[src/rtl/pf_arb_pkg.sv]
package pf_arb_pkg;

  // index of the least significant set bit, or 0 when none is set
  function automatic int unsigned first_set(input logic [31:0] v);
    int unsigned idx;
    idx = 0;
    for (int i = 31; i >= 0; i--) begin
      if (v[i]) idx = i;
    end
    return idx;
  endfunction

  // issue source encoding
  typedef enum logic [1:0] {
    SRC_NONE = 2'd0,
    SRC_SW   = 2'd1,
    SRC_HW   = 2'd2
  } pf_src_e;

endpackage

[src/rtl/pf_lowest_pick.sv]
module pf_lowest_pick #(
  parameter int N_LDU = 3,
  parameter int VA_W  = 50
) (
  input  logic [N_LDU-1:0]      req,
  input  logic [N_LDU*VA_W-1:0] va_flat,
  output logic                  any,
  output logic [VA_W-1:0]       va_sel
);
  import pf_arb_pkg::*;

  localparam int PAD_W = 32 - N_LDU;

  logic [31:0] req_w;
  int unsigned win;

  assign req_w = {{PAD_W{1'b0}}, req};
  assign any   = |req;

  always_comb begin
    win    = first_set(req_w);
    va_sel = '0;
    for (int i = 0; i < N_LDU; i++) begin
      if (win == i) va_sel = va_flat[i*VA_W +: VA_W];
    end
  end
endmodule

[src/rtl/pf_sw_slot.sv]
module pf_sw_slot #(
  parameter int VA_W = 50
) (
  input  logic            clk,
  input  logic            rst_n,
  input  logic            flush,
  input  logic            load,
  input  logic [VA_W-1:0] load_va,
  input  logic            drain,
  output logic            slot_vld,
  output logic [VA_W-1:0] slot_va
);
  always_ff @(posedge clk) begin
    if (!rst_n) begin
      slot_vld <= 1'b0;
      slot_va  <= '0;
    end else if (flush) begin
      slot_vld <= 1'b0;
    end else if (load) begin
      slot_vld <= 1'b1;
      slot_va  <= load_va;
    end else if (drain) begin
      slot_vld <= 1'b0;
    end
  end
endmodule

[src/rtl/pf_issue_mux.sv]
module pf_issue_mux #(
  parameter int VA_W = 50
) (
  input  logic            flush,
  input  logic            slot_vld,
  input  logic [VA_W-1:0] slot_va,
  input  logic            hw_vld,
  input  logic [VA_W-1:0] hw_va,
  input  logic            hw_dual,
  input  logic            out_rdy,
  output logic            hw_rdy,
  output logic            out_vld,
  output logic [VA_W-1:0] out_va,
  output logic            out_dual,
  output logic            out_wr_meta,
  output logic            sw_fire
);
  import pf_arb_pkg::*;

  pf_src_e src;

  always_comb begin
    if (flush)         src = SRC_NONE;
    else if (slot_vld) src = SRC_SW;
    else if (hw_vld)   src = SRC_HW;
    else               src = SRC_NONE;
  end

  assign out_vld     = (src != SRC_NONE);
  assign out_va      = (src == SRC_SW) ? slot_va : hw_va;
  assign out_dual    = (src == SRC_HW) && hw_dual;
  assign out_wr_meta = (src != SRC_SW);
  assign hw_rdy      = !flush && !slot_vld && out_rdy;
  assign sw_fire     = (src == SRC_SW) && out_rdy;
endmodule

[src/rtl/pf_source_arb.sv]
module pf_source_arb #(
  parameter int N_LDU = 3,
  parameter int VA_W  = 50
) (
  input  logic                  clk,
  input  logic                  rst_n,
  input  logic                  flush,
  input  logic [N_LDU-1:0]      sw_vld,
  input  logic [N_LDU*VA_W-1:0] sw_va,
  output logic                  sw_rdy,
  input  logic                  hw_vld,
  input  logic [VA_W-1:0]       hw_va,
  input  logic                  hw_dual,
  output logic                  hw_rdy,
  output logic                  out_vld,
  input  logic                  out_rdy,
  output logic [VA_W-1:0]       out_va,
  output logic                  out_dual,
  output logic                  out_wr_meta
);
  // named internal events, used by the bound checker
  logic            sw_any;
  logic [VA_W-1:0] sw_pick_va;
  logic            sw_load;
  logic            slot_vld;
  logic [VA_W-1:0] slot_va;
  logic            sw_fire;

  assign sw_rdy  = !flush;
  assign sw_load = sw_any && !flush;

  pf_lowest_pick #(.N_LDU(N_LDU), .VA_W(VA_W)) u_pick (
    .req     (sw_vld),
    .va_flat (sw_va),
    .any     (sw_any),
    .va_sel  (sw_pick_va)
  );

  pf_sw_slot #(.VA_W(VA_W)) u_slot (
    .clk      (clk),
    .rst_n    (rst_n),
    .flush    (flush),
    .load     (sw_load),
    .load_va  (sw_pick_va),
    .drain    (sw_fire),
    .slot_vld (slot_vld),
    .slot_va  (slot_va)
  );

  pf_issue_mux #(.VA_W(VA_W)) u_mux (
    .flush       (flush),
    .slot_vld    (slot_vld),
    .slot_va     (slot_va),
    .hw_vld      (hw_vld),
    .hw_va       (hw_va),
    .hw_dual     (hw_dual),
    .out_rdy     (out_rdy),
    .hw_rdy      (hw_rdy),
    .out_vld     (out_vld),
    .out_va      (out_va),
    .out_dual    (out_dual),
    .out_wr_meta (out_wr_meta),
    .sw_fire     (sw_fire)
  );
endmodule

[config.mk]
export PLATFORM = sky130hd
export DESIGN_NAME = pf_source_arb
export DESIGN_NICKNAME = d
export VERILOG_FILES = /design/src/rtl/pf_arb_pkg.sv /design/src/rtl/pf_lowest_pick.sv /design/src/rtl/pf_sw_slot.sv /design/src/rtl/pf_issue_mux.sv /design/src/rtl/pf_source_arb.sv
export SDC_FILE = /design/constraint.sdc
export NUM_CORES = 1
export LEC_CHECK = 0
export CAP_MARGIN = 10
export CORE_MARGIN = 4
export CORE_UTILIZATION = 40
export CTS_CLUSTER_SIZE = 12
export DETAILED_ROUTE_END_ITERATION = 10
export PLACE_DENSITY = 0.93
export REMOVE_ABC_BUFFERS = 1
export SLEW_MARGIN = 20
export SYNTH_ARGS = -nofsm -noshare
export SYNTH_HDL_FRONTEND = slang
export SYNTH_SLANG_ARGS = --single-unit
[constraint.sdc]
create_clock -name clk -period 3.7 [get_ports clk]
set_input_delay 0.74 -clock clk [delete_from_list [all_inputs] [get_ports clk]]
set_output_delay 0.74 -clock clk [all_outputs]
set_load 0.01 [all_outputs]
; Word level (Yosys, flattened, before mapping)
; Cells that the tools add are included.
[classes]
mux = 12
eq_ne = 5
bitwise = 2
reduce_logical = 13
[op_table]
columns = op, n
row1 = 50-bit 2-to-1 mux, 4
row2 = 32-bit zero test, 1
row3 = 2-bit 2-to-1 mux, 6
row4 = 1-bit logical AND, 5
row5 = "2-bit by 1-bit == test with 1-bit output, second input constant", 2
row6 = "2-bit == test, second input constant", 2
row7 = 2-bit nonzero test, 2
row8 = 3-bit OR reduction, 1
row9 = 1-bit zero test, 2
row10 = 1-bit 2-to-1 mux, 2
row11 = "2-bit by 1-bit != test with 1-bit output, second input constant", 1
row12 = 1-bit inverter, 2
row13 = 2-bit AND reduction, 1
row14 = 2-bit OR reduction, 1
[word_totals]
regBits = 51
out_inout_bits = 55

; Logic depth before layout (Yosys ltp)
; Gate-level depths: netlist of run 1.
[depth]
ltp_word = 7
ltp_mapped = 6
mapped_depth_nobuf = 3

; By module
; A second synthesis of run 1 with hierarchy kept.
[unflattened]
hier_cells = 472
area_unflattened_um2 = 4662.0
[by_module_without_submodules]
columns = mod, seq_area_each_um2, instances, area_per_inst_um2, cells_per_inst
row1 = pf_sw_slot, 1021.0, 1, 2103.3, 222
row2 = pf_lowest_pick, 0.0, 1, 1651.6, 184
row3 = pf_issue_mux, 0.0, 1, 897.1, 64
row4 = pf_source_arb, 0.0, 1, 10.0, 2

; Least setup slack after synthesis of run 1
; OpenSTA, ideal clock, no wires.
[synth_path]
path_kind = in2out
from = input flush
to = output out_va[25]
path_stages = 5
t_required_ns = 2.960
path_buffers = 2
arrival_ns = 1.720
slack_ns = 1.240
cell_sequence = buf_2 -> inv_2 -> nand2_1 -> buf_2 -> mux2_1
[synth_between]
elab_chain_len = 3
[synth_rtl]
columns = item, line_no
row1 = from (decl), pf_source_arb.sv:7  ; input logic flush,
row2 = 2-bit 2-to-1 mux, pf_issue_mux.sv:23  ; if (flush) src = SRC_NONE;
row3 = 2-bit by 1-bit == test with 1-bit output, pf_issue_mux.sv:30  ; assign out_va = (src == SRC_SW) ? slot_va : hw_va;
row4 = 50-bit 2-to-1 mux, pf_issue_mux.sv:30
row5 = to (decl), pf_source_arb.sv:17  ; output logic [VA_W-1:0] out_va,
; Every way passes these cells.

; Final worst setup path of run 1
[layout_path]
from = input flush
to = output out_va[2]
; The elaborated chain is that of the path after synthesis.

==> results.sh, run 1 <==
export IMPL_outcome="completed"
export IMPL_die_x_um=107
export IMPL_setup_viol=0
export IMPL_antenna_found_initial=0
export IMPL_cts_root_buf="clkbuf_8"
export IMPL_syn_instance_count=472
export IMPL_ant_nets=0
export IMPL_critical_path_class="input port to output port"
export IMPL_holdBufCountCts=0
export IMPL_ys_seq_area_frac=0.258
export IMPL_pin_count=264
export IMPL_fin_tns_setup_ns=0
export IMPL_multi_input_area_um2=2660
export IMPL_crit_path_start_kind="input port"
export IMPL_min_period_over_period=0.807
export IMPL_postCtsSetupBuffers=0
export IMPL_crit_family="buffers and inverters"
export IMPL_via_per_inst=5.61
export IMPL_die_h_um=107
export IMPL_power_leakage_nw=2.55
export IMPL_htreeDepth=2
export IMPL_grt_overflow_total=0
export IMPL_fmax_mhz=335
export IMPL_cts_tree="yes"
export IMPL_numCtsBuffers=5
export IMPL_path_cells="buf_2, inv_2, nand2_2, buf_4, mux2_1, clkdlybuf4s50_1"
export IMPL_grt_pass1_vias=4951
export IMPL_initial_core_util=0.409
export IMPL_worst_endpoint_arrival_ns=2.24
export IMPL_yosysWarningCount=0
export IMPL_mostFrequentLayoutCell="clkdlybuf4s50_1"
export IMPL_grt_max_degree=54
export IMPL_fin_ws_ns=0.716
export IMPL_critPathBufInv=4
export IMPL_grt_pass1_wl_um=23700
export IMPL_hpwl_um=11500
export IMPL_use_met2=0.479
export IMPL_gp_congestion=0.804
export IMPL_track_usage=0.257
export IMPL_place_ws_ns=0.721
export IMPL_vias=4644
export IMPL_areaGrowthSynthToFinish_pct=66.7
export IMPL_synth_cell_area_um2=3960
export IMPL_die_area_um2=11500
export IMPL_gr_usage_met3=0.0540
export IMPL_slew_violations=0
export IMPL_power_density_nw_per_um2=236
export IMPL_antenna_cells=0
export IMPL_hold_path_class="flip-flop to flip-flop"
export IMPL_gr_usage_met1=0.281
export IMPL_dr_pass1_iters=5
export IMPL_cp_max_fo=29
export IMPL_maxCapViolations=0
export IMPL_ys_ff_latch=51
export IMPL_timing_final_hold_violations=0
export IMPL_critPathRequiredTime_ns=2.96
export IMPL_rsz0062_at_grt="no"
export IMPL_rows=36
export IMPL_synth_cell_type_count=24
export IMPL_fill_cells=754
export IMPL_numPortBuffers=263
export IMPL_drt_iter0_markers=203
export IMPL_cp_slowest_cell="clkdlybuf4s50_1"
export IMPL_cts_resized=0
export IMPL_clkLatencyLatePin_ns=0.29
export IMPL_avgSynthCellArea_um2=8.38
export IMPL_drc=0
export IMPL_register_area_um2=1020
export IMPL_cts_buffer_depth=2
export IMPL_drive_above_1_share=0.0345
export IMPL_wire_per_inst_um=18.9
export IMPL_skew_ns=0
export IMPL_worst_setup_path_end_kind="output port"
export IMPL_max_stage_delay_ns=0.51
export IMPL_cts_sink_count=51
export IMPL_busiest_layer="met2"
export IMPL_layout_common_cells="clkdlybuf4s50_1, nand2_1, dfxtp_1"
export IMPL_drt_total_wl_um=15600
export IMPL_relSlewSlack=0.319
export IMPL_peakVddDrop_v=0.000150
export IMPL_max_slew_worst_pin_slew_ns=1.02
export IMPL_fin_crit_ns=2.98
export IMPL_core_area_um2=9680
export IMPL_clk_pin_slew_ns=0.08
export IMPL_fin_nets=903
-- routing by layer --
| metal | vias up | share of wire | wire length, um |
|---|---|---|---|
| met4 | 0 | 0.029 | 460 |
| met3 | 38 | 0.080 | 1250 |
| met1 | 2196 | 0.39 | 6020 |
| met2 | 243 | 0.50 | 7880 |
| li1 | 2167 | - | - |
| met5 | - | 0 | 0 |
-- cells by family (layout without fill, tap and decap cells) --
logic type,after synthesis,count (layout),share of synthesized area
compound gates,153,153,0.292
buf+inv,58,281,0.0733
flops,51,51,0.258
mux,50,50,0.142
simple gates,160,160,0.235
-- final cells by class --
| cell class | instances | share of cell area |
|---|---|---|
| multi-input combinational | 363 | 0.402 |
| tap | 133 | 0.0252 |
| timing repair buffer | 271 | 0.404 |
| inverter | 2 | 0.00114 |
| sequential | 51 | 0.155 |
| clock inverter | 1 | 0.000758 |
| clock buffer | 7 | 0.0116 |
-- path summary, 6_finish.rpt --
path | start | endpoint | slack, ns | depth (start not counted)
worst max-delay path | flush | out_va[2] | 0.72 | 6
worst min-delay path | u_slot.slot_va[31]$_SDFFE_PN0P_ | u_slot.slot_va[31]$_SDFFE_PN0P_ | 0.60 | 2
worst max register to register | u_slot.slot_vld$_SDFFE_PP0P_ | u_slot.slot_vld$_SDFFE_PP0P_ | 2.85 | 3
worst min register to register | u_slot.slot_va[31]$_SDFFE_PN0P_ | u_slot.slot_va[31]$_SDFFE_PN0P_ | 0.60 | 2
-- metrics by stage --
stage	std cells	instance area, um2	util	total power [mW]	hold WS [ns]
6_report	828	6600	0.681	1.56	0.602
5_1_grt	828	6600	0.681	1.64	0.629
4_1_cts	828	6600	0.681	1.57	0.605
3_5_place_dp	820	6520	0.673	1.26	0.583
3_3_place_gp	820	6520	0.673	1.24	0.572
2_1_floorplan	416	3670	-	0.849	0.558
-- synth_stat cells --
| master | instances | share of area |
|---|---|---|
| nand2_1 | 53 | 0.050 |
| dfxtp_1 | 51 | 0.26 |
| a21oi_1 | 50 | 0.063 |
| mux2_1 | 50 | 0.14 |
| nand3b_1 | 50 | 0.095 |
| o21bai_1 | 50 | 0.095 |
| o311a_1 | 50 | 0.13 |
| and2_1 | 49 | 0.077 |
| clkbuf_1 | 25 | 0.024 |
| buf_2 | 19 | 0.024 |
| buf_6 | 6 | 0.017 |
| buf_1 | 5 | 0.0047 |
| and3_1 | 2 | 0.0032 |
| nor2_1 | 2 | 0.0019 |
| buf_4 | 1 | 0.0019 |
| inv_1 | 1 | 0.00095 |
| inv_2 | 1 | 0.00095 |
| nand2b_1 | 1 | 0.0016 |
| nor3_1 | 1 | 0.0013 |
| nor3_2 | 1 | 0.0025 |
| o21ai_0 | 1 | 0.0013 |
| o21ai_1 | 1 | 0.0013 |
| o21bai_4 | 1 | 0.0047 |
| or2_1 | 1 | 0.0016 |
-- sequential cells by signal (all words and copies together) (netlist names) --
signal and flops:
u_slot.slot_vld 1, u_slot.slot_va 50
-- power breakdown --
group          internal (mW)  leakage, nW  switching [mW]
Combinational          0.396         2.08           0.233
Sequential             0.594        0.423          0.0248
Clock                  0.133       0.0422           0.179
-- worst reg2reg max path: stages (launching register included) --
cell	delay (ns)
dfxtp_1	0.44
inv_1	0.08
o21ai_1	0.12
and3_1	0.16
No activity file was read; power rests on OpenSTA's default activity.
==> inputs of run 2 (changes only) <==
--- a/config.mk
+++ b/config.mk
@@ -7,10 +7,10 @@
 export LEC_CHECK = 0
 export CAP_MARGIN = 10
 export CORE_MARGIN = 4
-export CORE_UTILIZATION = 40
+export CORE_UTILIZATION = 33
 export CTS_CLUSTER_SIZE = 12
 export DETAILED_ROUTE_END_ITERATION = 10
-export PLACE_DENSITY = 0.93
+export PLACE_DENSITY = 0.82
 export REMOVE_ABC_BUFFERS = 1
 export SLEW_MARGIN = 20
 export SYNTH_ARGS = -nofsm -noshare
==> constraint.sdc (replaced) <==
create_clock -name clk -period 2.6 [get_ports clk]
set_input_delay 0.52 -clock clk [delete_from_list [all_inputs] [get_ports clk]]
set_output_delay 0.52 -clock clk [all_outputs]
set_load 0.01 [all_outputs]
==> results.sh, run 2 (synthesis gave the netlist of run 1 again) <==
export IMPL_place_ws_ns=0.209
export IMPL_reg2reg_from="u_slot.slot_vld$_SDFFE_PP0P_"
export IMPL_grt_pass1_wl_um=24100
export IMPL_fmax_mhz=419
export IMPL_cp_slowest_cell="clkdlybuf4s50_1"
export IMPL_dr_pass1_iters=5
export IMPL_regMostFlops="u_slot.slot_va"
export IMPL_hold_path_class="input port to flip-flop"
export IMPL_cts_tree="yes"
export IMPL_numCtsBuffers=5
export IMPL_largest_reg_flops=50
export IMPL_cts_sink_count=51
export IMPL_core_area_um2=11600
export IMPL_netSwitchingFraction=0.261
export IMPL_mostFrequentLayoutCell="clkdlybuf4s50_1"
export IMPL_path_cells="buf_2, inv_2, nand2_2, buf_12, mux2_1, clkdlybuf4s50_1"
export IMPL_cts_root_buf="clkbuf_16"
export IMPL_worst_endpoint_arrival_ns=1.87
export IMPL_fin_ws_ns=0.212
export IMPL_hpwl_um=10900
export IMPL_fin_crit_ns=2.39
export IMPL_crit_path_start_kind="input port"
export IMPL_grt_pass1_vias=4709
export IMPL_outcome="completed"
export IMPL_holdBufCountCts=0
export IMPL_max_slew_worst_pin_slew_ns=1.06
export IMPL_track_usage=0.210
export IMPL_critical_path_class="input port to output port"
export IMPL_relSlewSlack=0.296
export IMPL_top_regs="u_slot.slot_va: 50 flops, u_slot.slot_vld: 1 flops"
export IMPL_wl_met2_um=7440
export IMPL_hold_end="u_slot.slot_vld$_SDFFE_PP0P_"
export IMPL_cts_buffer_depth=2
export IMPL_wire_per_inst_um=18.0
export IMPL_drc=0
export IMPL_ant_nets=0
export IMPL_critPathBufInv=4
export IMPL_htreeDepth=2
export IMPL_clk_pin_slew_ns=0.07
export IMPL_grt_overflow_total=0
export IMPL_power_density_nw_per_um2=367
export IMPL_worst_setup_path_end_kind="output port"
export IMPL_drive_above_1_share=0.0374
export IMPL_layout_common_cells="clkdlybuf4s50_1, nand2_1, dfxtp_1"
export IMPL_combPwrFrac=0.364
export IMPL_setup_viol=0
export IMPL_r2r_worst_path_cells=3
export IMPL_finalPower_mw=2.48
export IMPL_wl_met3_um=1130
export IMPL_slew_violations=0
export IMPL_max_stage_delay_ns=0.49
export IMPL_seq_power_share=0.355
export IMPL_postCtsSetupBuffers=0
export IMPL_via_per_inst=5.39
export IMPL_gp_congestion=0.853
export IMPL_rows=39
export IMPL_power_leakage_nw=2.61
export IMPL_rsz0062_at_grt="no"
export IMPL_maxCapViolations=0
export IMPL_drt_iter0_markers=278
export IMPL_cts_resized=0
export IMPL_regToRegEndpoint="u_slot.slot_vld$_SDFFE_PP0P_"
export IMPL_utilization=0.583
export IMPL_fin_nets=904
export IMPL_cp_max_fo=28
export IMPL_clkLatencyLatePin_ns=0.28
export IMPL_min_from="flush"
export IMPL_clkPwrFrac=0.280
export IMPL_die_area_um2=13800
export IMPL_min_path_cells=3
export IMPL_skew_ns=0
export IMPL_p_switching_mw=0.646
export IMPL_antenna_found_initial=0
export IMPL_die_x_um=118
export IMPL_areaGrowthSynthToFinish_pct=70.4
export IMPL_min_period_over_period=0.918
export IMPL_drt_total_wl_um=15100
export IMPL_crit_family="buffers and inverters"
export IMPL_grt_max_degree=101
export IMPL_critPathRequiredTime_ns=2.08
export IMPL_maxUsedRoutingLayer="met4"
export IMPL_antenna_cells=0
export IMPL_vias=4519
export IMPL_drt_met1_wl_um=6110
export IMPL_timing_final_hold_violations=0
export IMPL_internal_power_mw=1.83
export IMPL_pin_count=264
export IMPL_peakVddDrop_v=0.000267
export IMPL_die_h_um=118
export IMPL_reg2reg_slack_ns=1.78
export IMPL_initial_core_util=0.342
export IMPL_numPortBuffers=263
-- run 2: changes by cell type in the layout (fill, tap and decap cells not counted), sizes merged --
| cell | delta |
|---|---|
| clkinv | -1 |
| clkbuf | +1 |
| buf | +1 |
-- run 2: final cells by class --
type                            instances  area (um2)
Tap cell                              143         179
Clock buffer                            8         156
Fill cell                             944        4820
Multi-Input combinational cell        363        2660
Sequential cell                        51        1020
Inverter                                2        7.51
Timing Repair Buffer                  272        2730
-- run 2: worst max-delay path by stage --
stage,from,to,cells past startpoint
floorplan,sw_vld[1],u_slot.slot_va[0]$_SDFFE_PN0P_,3
global placement,flush,out_va[22],6
detailed placement,flush,out_va[40],6
CTS,u_slot.slot_vld$_SDFFE_PP0P_,out_va[40],4
global route,flush,out_va[40],6
finish,flush,out_va[40],6
-- run 2: power groups by stage --
stage | logic, mW | clock network (mW) | registers, mW
2_1_floorplan | 0.329 | 0 | 0.879
3_3_place_gp | 0.880 | 0 | 0.896
3_5_place_dp | 0.899 | 0 | 0.896
4_1_cts | 0.904 | 0.720 | 0.879
5_1_grt | 0.974 | 0.752 | 0.885
6_report | 0.902 | 0.694 | 0.880
-- run 2: routing by layer --
metal	global-route usage	up-vias
li1	-	2168
met1	0.241	2101
met2	0.373	222
met3	0.0562	28
met4	0.0799	0
met5	0	-
-- run 2: metrics by stage --
stage | instance area, um2 | hold slack, ns | TNS, ns | instances
after floorplan | 3670 | 0.558 | -46.54 | 416
after global placement | 6590 | 0.574 | 0 | 831
after detailed placement | 6590 | 0.580 | 0 | 831
after CTS | 6740 | 0.569 | 0 | 839
after global routing | 6740 | 0.590 | 0 | 839
final | 6740 | 0.579 | 0 | 839
-- run 2: worst reg2reg max path, stage by stage (launching register included) --
cell	delay [ns]
dfxtp_1	0.41
inv_1	0.07
o21ai_1	0.12
and3_1	0.16
==> inputs of run 3 (changes only) <==
--- a/config.mk
+++ b/config.mk
@@ -10,6 +10,7 @@
 export CORE_UTILIZATION = 33
 export CTS_CLUSTER_SIZE = 12
 export DETAILED_ROUTE_END_ITERATION = 10
+export HOLD_SLACK_MARGIN = 0.15
 export PLACE_DENSITY = 0.82
 export REMOVE_ABC_BUFFERS = 1
 export SLEW_MARGIN = 20
==> results of run 3 <==
Same layout as run 2: the final DEF is identical, and so are final timing and power.
